## src/rtl/spi_ol_pkg.sv

```systemverilog
package spi_ol_pkg;
   // Edge events seen in the system clock domain.
   typedef struct packed {
      logic rise;
      logic fall;
   } edge_t;
endpackage

```

## src/rtl/spi_ol_sync.sv

```systemverilog
module spi_ol_sync #(
   parameter int   STAGES = 2,
   parameter logic INIT   = 1'b0
) (
   input  logic                clk,
   input  logic                rst_n,
   input  logic                d,
   output logic                q,
   output spi_ol_pkg::edge_t   ev
);
   if (STAGES < 2) begin : g_bad_stages
      $error("spi_ol_sync: STAGES must be at least 2");
   end

   logic [STAGES-1:0] pipe;
   logic              prev;

   always_ff @(posedge clk or negedge rst_n) begin
      if (!rst_n) begin
         pipe <= {STAGES{INIT}};
         prev <= INIT;
      end else begin
         pipe <= {pipe[STAGES-2:0], d};
         prev <= pipe[STAGES-1];
      end
   end

   assign q       = pipe[STAGES-1];
   assign ev.rise = q & ~prev;
   assign ev.fall = ~q & prev;
endmodule

```

## src/rtl/spi_ol_shifter.sv

```systemverilog
module spi_ol_shifter #(
   parameter int WIDTH = 8,
   parameter int CNT_W = 5
) (
   input  logic                clk,
   input  logic                rst_n,
   input  logic                cs_fall,
   input  logic                cs_rise,
   input  logic                sclk_q,
   input  spi_ol_pkg::edge_t   sclk_ev,
   input  logic                sdi_q,
   input  logic [WIDTH-1:0]    stat_in,
   output logic                active,
   output logic                sdo,
   output logic [WIDTH-1:0]    frame_bits,
   output logic [CNT_W-1:0]    frame_cnt,
   output logic                proto_err
);
   logic [WIDTH-1:0] tx_q, rx_q;
   logic [CNT_W-1:0] cnt_q;
   logic             hold_first;
   logic             take_bit;

   assign take_bit = active & sclk_ev.fall;

   always_ff @(posedge clk or negedge rst_n) begin
      if (!rst_n) begin
         active     <= 1'b0;
         tx_q       <= '0;
         rx_q       <= '0;
         cnt_q      <= '0;
         hold_first <= 1'b1;
         proto_err  <= 1'b0;
      end else if (cs_fall) begin
         active     <= 1'b1;
         tx_q       <= stat_in;
         rx_q       <= '0;
         cnt_q      <= '0;
         hold_first <= 1'b1;
         proto_err  <= sclk_q;
      end else if (active) begin
         if (take_bit) begin
            rx_q  <= frame_bits;
            cnt_q <= frame_cnt;
         end
         if (sclk_ev.rise) begin
            if (hold_first) hold_first <= 1'b0;
            else            tx_q <= {tx_q[WIDTH-2:0], 1'b0};
         end
         if (cs_rise) active <= 1'b0;
      end
   end

   // Frame view including a bit arriving in the same cycle as the commit.
   always_comb begin
      frame_bits = rx_q;
      frame_cnt  = cnt_q;
      if (take_bit) begin
         frame_bits = {rx_q[WIDTH-2:0], sdi_q};
         frame_cnt  = (cnt_q == {CNT_W{1'b1}}) ? cnt_q : cnt_q + 1'b1;
      end
   end

   assign sdo = active & tx_q[WIDTH-1];

   // outside a frame the receive register does not move
   a_r2_idle_rx: assert property (@(posedge clk) disable iff (!rst_n)
      (!active && !cs_fall) |=> $stable(rx_q));
   // a frame start captures the status inputs
   a_r3_capture: assert property (@(posedge clk) disable iff (!rst_n)
      cs_fall |=> (tx_q == $past(stat_in)));
   // status only advances on a serial clock rise
   a_r4_tx_hold: assert property (@(posedge clk) disable iff (!rst_n)
      (!sclk_ev.rise && !cs_fall) |=> $stable(tx_q));
endmodule

```

## src/rtl/spi_ol_latch.sv

```systemverilog
module spi_ol_latch #(
   parameter int WIDTH = 8,
   parameter int CNT_W = 5
) (
   input  logic             clk,
   input  logic             rst_n,
   input  logic             frame_end,
   input  logic             commit,
   input  logic [WIDTH-1:0] frame_bits,
   input  logic [CNT_W-1:0] frame_cnt,
   output logic [WIDTH-1:0] chan_off,
   output logic             count_err
);
   localparam logic [CNT_W-1:0] FULL = CNT_W'(WIDTH);

   always_ff @(posedge clk or negedge rst_n) begin
      if (!rst_n) begin
         chan_off  <= '1;
         count_err <= 1'b0;
      end else begin
         if (commit)    chan_off  <= frame_bits;
         if (frame_end) count_err <= (frame_cnt != FULL);
      end
   end

   // channel controls hold except on a commit
   a_r6_hold: assert property (@(posedge clk) disable iff (!rst_n)
      !commit |=> $stable(chan_off));
   // the count flag only moves at the end of a frame
   a_r8_flag_hold: assert property (@(posedge clk) disable iff (!rst_n)
      !frame_end |=> $stable(count_err));
endmodule

```

## src/rtl/spi_octal_latch.sv

```systemverilog
module spi_octal_latch #(
   parameter int CHANNELS    = 8,
   parameter int SYNC_STAGES = 2
) (
   input  logic                clk,
   input  logic                rst_n,
   input  logic                cs_n,
   input  logic                sclk,
   input  logic                sdi,
   input  logic [CHANNELS-1:0] stat_in,
   output logic                sdo,
   output logic                sdo_oe,
   output logic [CHANNELS-1:0] chan_off,
   output logic                proto_err,
   output logic                count_err
);
   localparam int CNT_W = $clog2(CHANNELS) + 2;

   if (CHANNELS < 2) begin : g_bad_width
      $error("spi_octal_latch: CHANNELS must be at least 2");
   end

   logic              cs_q, sclk_q, sdi_q, active;
   spi_ol_pkg::edge_t cs_ev, sclk_ev, sdi_ev;
   logic [CHANNELS-1:0] frame_bits;
   logic [CNT_W-1:0]    frame_cnt;
   logic                frame_end, commit;

   spi_ol_sync #(.STAGES(SYNC_STAGES), .INIT(1'b1)) u_sync_cs (
      .clk(clk), .rst_n(rst_n), .d(cs_n), .q(cs_q), .ev(cs_ev));
   spi_ol_sync #(.STAGES(SYNC_STAGES), .INIT(1'b0)) u_sync_sclk (
      .clk(clk), .rst_n(rst_n), .d(sclk), .q(sclk_q), .ev(sclk_ev));
   spi_ol_sync #(.STAGES(SYNC_STAGES), .INIT(1'b0)) u_sync_sdi (
      .clk(clk), .rst_n(rst_n), .d(sdi), .q(sdi_q), .ev(sdi_ev));

   spi_ol_shifter #(.WIDTH(CHANNELS), .CNT_W(CNT_W)) u_shift (
      .clk(clk), .rst_n(rst_n),
      .cs_fall(cs_ev.fall), .cs_rise(cs_ev.rise),
      .sclk_q(sclk_q), .sclk_ev(sclk_ev), .sdi_q(sdi_q),
      .stat_in(stat_in), .active(active), .sdo(sdo),
      .frame_bits(frame_bits), .frame_cnt(frame_cnt),
      .proto_err(proto_err));

   assign frame_end = cs_ev.rise & active;
   assign commit    = frame_end & ~proto_err;

   spi_ol_latch #(.WIDTH(CHANNELS), .CNT_W(CNT_W)) u_latch (
      .clk(clk), .rst_n(rst_n), .frame_end(frame_end), .commit(commit),
      .frame_bits(frame_bits), .frame_cnt(frame_cnt),
      .chan_off(chan_off), .count_err(count_err));

   assign sdo_oe = active;

   // the driver turns on after a frame start
   a_r3_oe_on: assert property (@(posedge clk) disable iff (!rst_n)
      cs_ev.fall |=> sdo_oe);
   // a frame flagged for a bad start leaves the channels alone
   a_r9_skip: assert property (@(posedge clk) disable iff (!rst_n)
      (proto_err && cs_ev.rise) |=> $stable(chan_off));
   // no drive on the serial output between frames
   a_r2_quiet: assert property (@(posedge clk) disable iff (!rst_n)
      !sdo_oe |-> !sdo);
endmodule

```

## config.mk

```make
export PLATFORM = sky130hd
export DESIGN_NAME = spi_octal_latch
export DESIGN_NICKNAME = d
export VERILOG_FILES = /design/src/rtl/spi_ol_pkg.sv /design/src/rtl/spi_ol_sync.sv /design/src/rtl/spi_ol_shifter.sv /design/src/rtl/spi_ol_latch.sv /design/src/rtl/spi_octal_latch.sv
export SDC_FILE = /design/constraint.sdc
export NUM_CORES = 1
export LEC_CHECK = 0
export ABC_AREA = 0
export BUFFER_PORTS_ARGS = -buffer_cell sky130_fd_sc_hd__buf_4
export CAP_MARGIN = 10
export CORE_ASPECT_RATIO = 1.25
export CORE_MARGIN = 5
export CORE_UTILIZATION = 45
export CTS_CLUSTER_DIAMETER = 50
export CTS_CLUSTER_SIZE = 24
export DETAILED_ROUTE_END_ITERATION = 10
export SLEW_MARGIN = 10
export SYNTH_ARGS = -nofsm -noshare
export SYNTH_HDL_FRONTEND = slang
export SYNTH_HIERARCHICAL = 1
export SYNTH_SLANG_ARGS = --single-unit
```

## constraint.sdc

```tcl
create_clock -name clk -period 2 [get_ports clk]
set_clock_uncertainty 0.05 [all_clocks]
set_input_delay 0.1 -clock clk [delete_from_list [all_inputs] [get_ports clk]]
set_output_delay 0.1 -clock clk [all_outputs]
set_load 0.02 [all_outputs]
```

==> metrics <==
floorplan core area approximately 3800 um^2; Tmin final between 1500 and 2000 ps; result of the run finished, final reports clean; area growth from synthesis to final layout 24.81%; top-level port count 25; post-synth design cell area ~1800 um^2; routed wire length per instance about 14 um; total die area between 5000 and 6000 um^2; starting utilization of the core area 0.4705; clock-pin slew of the registers on the worst-case setup and hold paths ~80 ps; share of final-layout standard cells stronger than drive strength 1 0.3989; nets@finish approximately 190; number of buffers inserted by port buffering 24; Total Power about 1700 uW; critical path type flip-flop to flip-flop; sum of negative setup slack 0 ps; chip height 80.62 um; length in cells of the worst reg-to-reg path 5; count of final max-slew check failures 0; CTS root buffer clkbuf_8; number of cells after detailed placement roughly 210; row cnt 25; met3 usage in global routing 0.04196; Layout Utilization 0.5872; Post-Syn Nets 150; aggregate global routing overflow 0; number of filler cells placed in the layout between 300 and 400; capturing element type of the critical path flip-flop; routing layer with the top usage in global route met2; final count of negative-setup-slack endpoints 0; power density of the placed cells around 770 nW/um^2; largest fanout of any net on the critical path 6; aggregate routed wire length about 3300 um; buffers inserted during post-CTS setup optimization 0; worst vdd ir 0.4944 mV; number of buffers between clock root and the deepest sink 2; Via Count approximately 1.2k; post-synthesis cell count roughly 140; Starting DRT DRC Count 22; final estimated routing congestion in global placement between 0.7 and 0.8; data arrival time of the critical path around 1900 ps; worst hold slack across all endpoints ~270 ps; final period utilization 0.9083; clock tree from TritonCTS done; pin count of the biggest net entering global routing 42; Max-slew headroom 0.6739; vias per std cell approximately 5; Clock Latency Late Sink 290 ps; number of max-cap violations 0; Die W between 60 and 70 um; final hold violation count 0; filler-free cell count of the finished design about 230; Slew @ Worst Pin 487.6 ps; Worst Hold Class input pin to async pin; initial antenna violation count 0; Initial DRT Pass Iterations 4; DRC errors left 0; Global Route met2 Usage 0.2413; Tot GR Track Use 0.1364; Inserted Clock Buffers 5; antenna cells 0; RSZ-0062 raised after global routing no; vias in the first global route 1,256; TritonCTS sink count between 40 and 50; global-route met1 utilization 0.1489; half-perimeter wire length after detailed placement approximately 2100 um; Leak Pwr approximately 0.0011 uW; CP startpoint kind flip-flop; Synth Area per Inst around 13 um^2; global-route wire length before repair ~5500 um; fmax 550.5 MHz; YS warnings 6; DRT antenna net count 0; Critical Path RT around 2100 ps; number of H-tree levels 2
==> registers in the layout (all words and copies together), names as in the netlist <==
register            count
u_sync_sclk/pipe        2
u_shift/rx_q            8
u_latch/count_err       1
u_shift/proto_err       1
u_shift/active          1
u_sync_cs/pipe          2
u_sync_cs/prev          1
u_shift/hold_first      1
u_shift/tx_q            8
u_sync_sdi/pipe         2
u_sync_sclk/prev        1
u_shift/cnt_q           5
u_latch/chan_off        8
==> area by class of cell <==
type | instances | area [um^2] | share of cell area
inverter | 2 | 7.507 | 0.003350
tap | 54 | 67.56 | 0.03015
clock inverter | 3 | 17.52 | 0.007817
sequential | 41 | 1041 | 0.4645
clock buffer | 5 | 68.82 | 0.03071
timing repair buffer | 40 | 330.3 | 0.1474
multi-input combinational | 87 | 708.2 | 0.3160
==> final timing paths <==
kind	from	endpoint	slack [ps]
worst min register to register	u_sync_sclk/pipe[0]$_DFF_PN0_	u_sync_sclk/pipe[1]$_DFF_PN0_	300
worst max-delay path	u_shift/cnt_q[0]$_DFFE_PN0P_	u_latch/count_err$_DFFE_PN0P_	180
max in group asynchronous	rst_n	u_latch/chan_off[7]$_DFFE_PN1P_	1270
min in group clk	u_sync_sclk/pipe[0]$_DFF_PN0_	u_sync_sclk/pipe[1]$_DFF_PN0_	300
worst max register to register	u_shift/cnt_q[0]$_DFFE_PN0P_	u_latch/count_err$_DFFE_PN0P_	180
worst min-delay path	rst_n	u_shift/cnt_q[4]$_DFFE_PN0P_	270
==> power breakdown <==
group	internal (uW)	total, uW	leakage [uW]	switching (uW)
clock	241	518	0.0000439	278
sequential	904	942	0.000493	38.1
combinational	138	262	0.000539	124
total	1280	1720	0.00108	440
==> metal layers <==
layer | vias to the layer above | share of wire
li1 | 549 | -
met1 | 566 | 0.43
met2 | 31 | 0.51
met3 | 6 | 0.049
met4 | 0 | 0.016
met5 | - | 0
==> per-stage QoR <==
stage               area (um^2)  setup slack, ps
floorplan                  1795            207.8
finish                     2241            183.4
CTS                        2241            182.1
global route               2241            53.51
global placement           2034            261.4
detailed placement         2034            195.2
==> critical path: stages (launching register included) <==
cell and delay (ps):
dfrtp_1 420, ha_1 300, a41oi_2 230, mux2_2 360
nor3_1 200, a41oi_1 130
==> cells in the final DEF, fill, tap and decap left out, drive strengths merged <==
cell	instances
dfrtp	29
buf	28
mux2	19
dlygate4sd3	12
dfstp	12
nor2b	12
nand2	11
mux2i	8
o21ai	8
clkbuf	5
nor2	3
and2	3
clkinv	2
inv	2
nor3	2
a21oi	2
a21o	2
nand2b	2
and2b	2
a41oi	2
and3b	1
clkinvlp	1
and3	1
nand3	1
and4	1
a21boi	1
a31oi	1
xor2	1
a41o	1
a311oi	1
nand3b	1
ha	1
==> repair_timing <==
action,4_1_cts,5_1_grt
hold buffers,12,0
endpoints found under the hold margin,40,0
endpoints found under the setup margin,0,0
resized for setup,0,0
(Power assumes the default switching activity.)
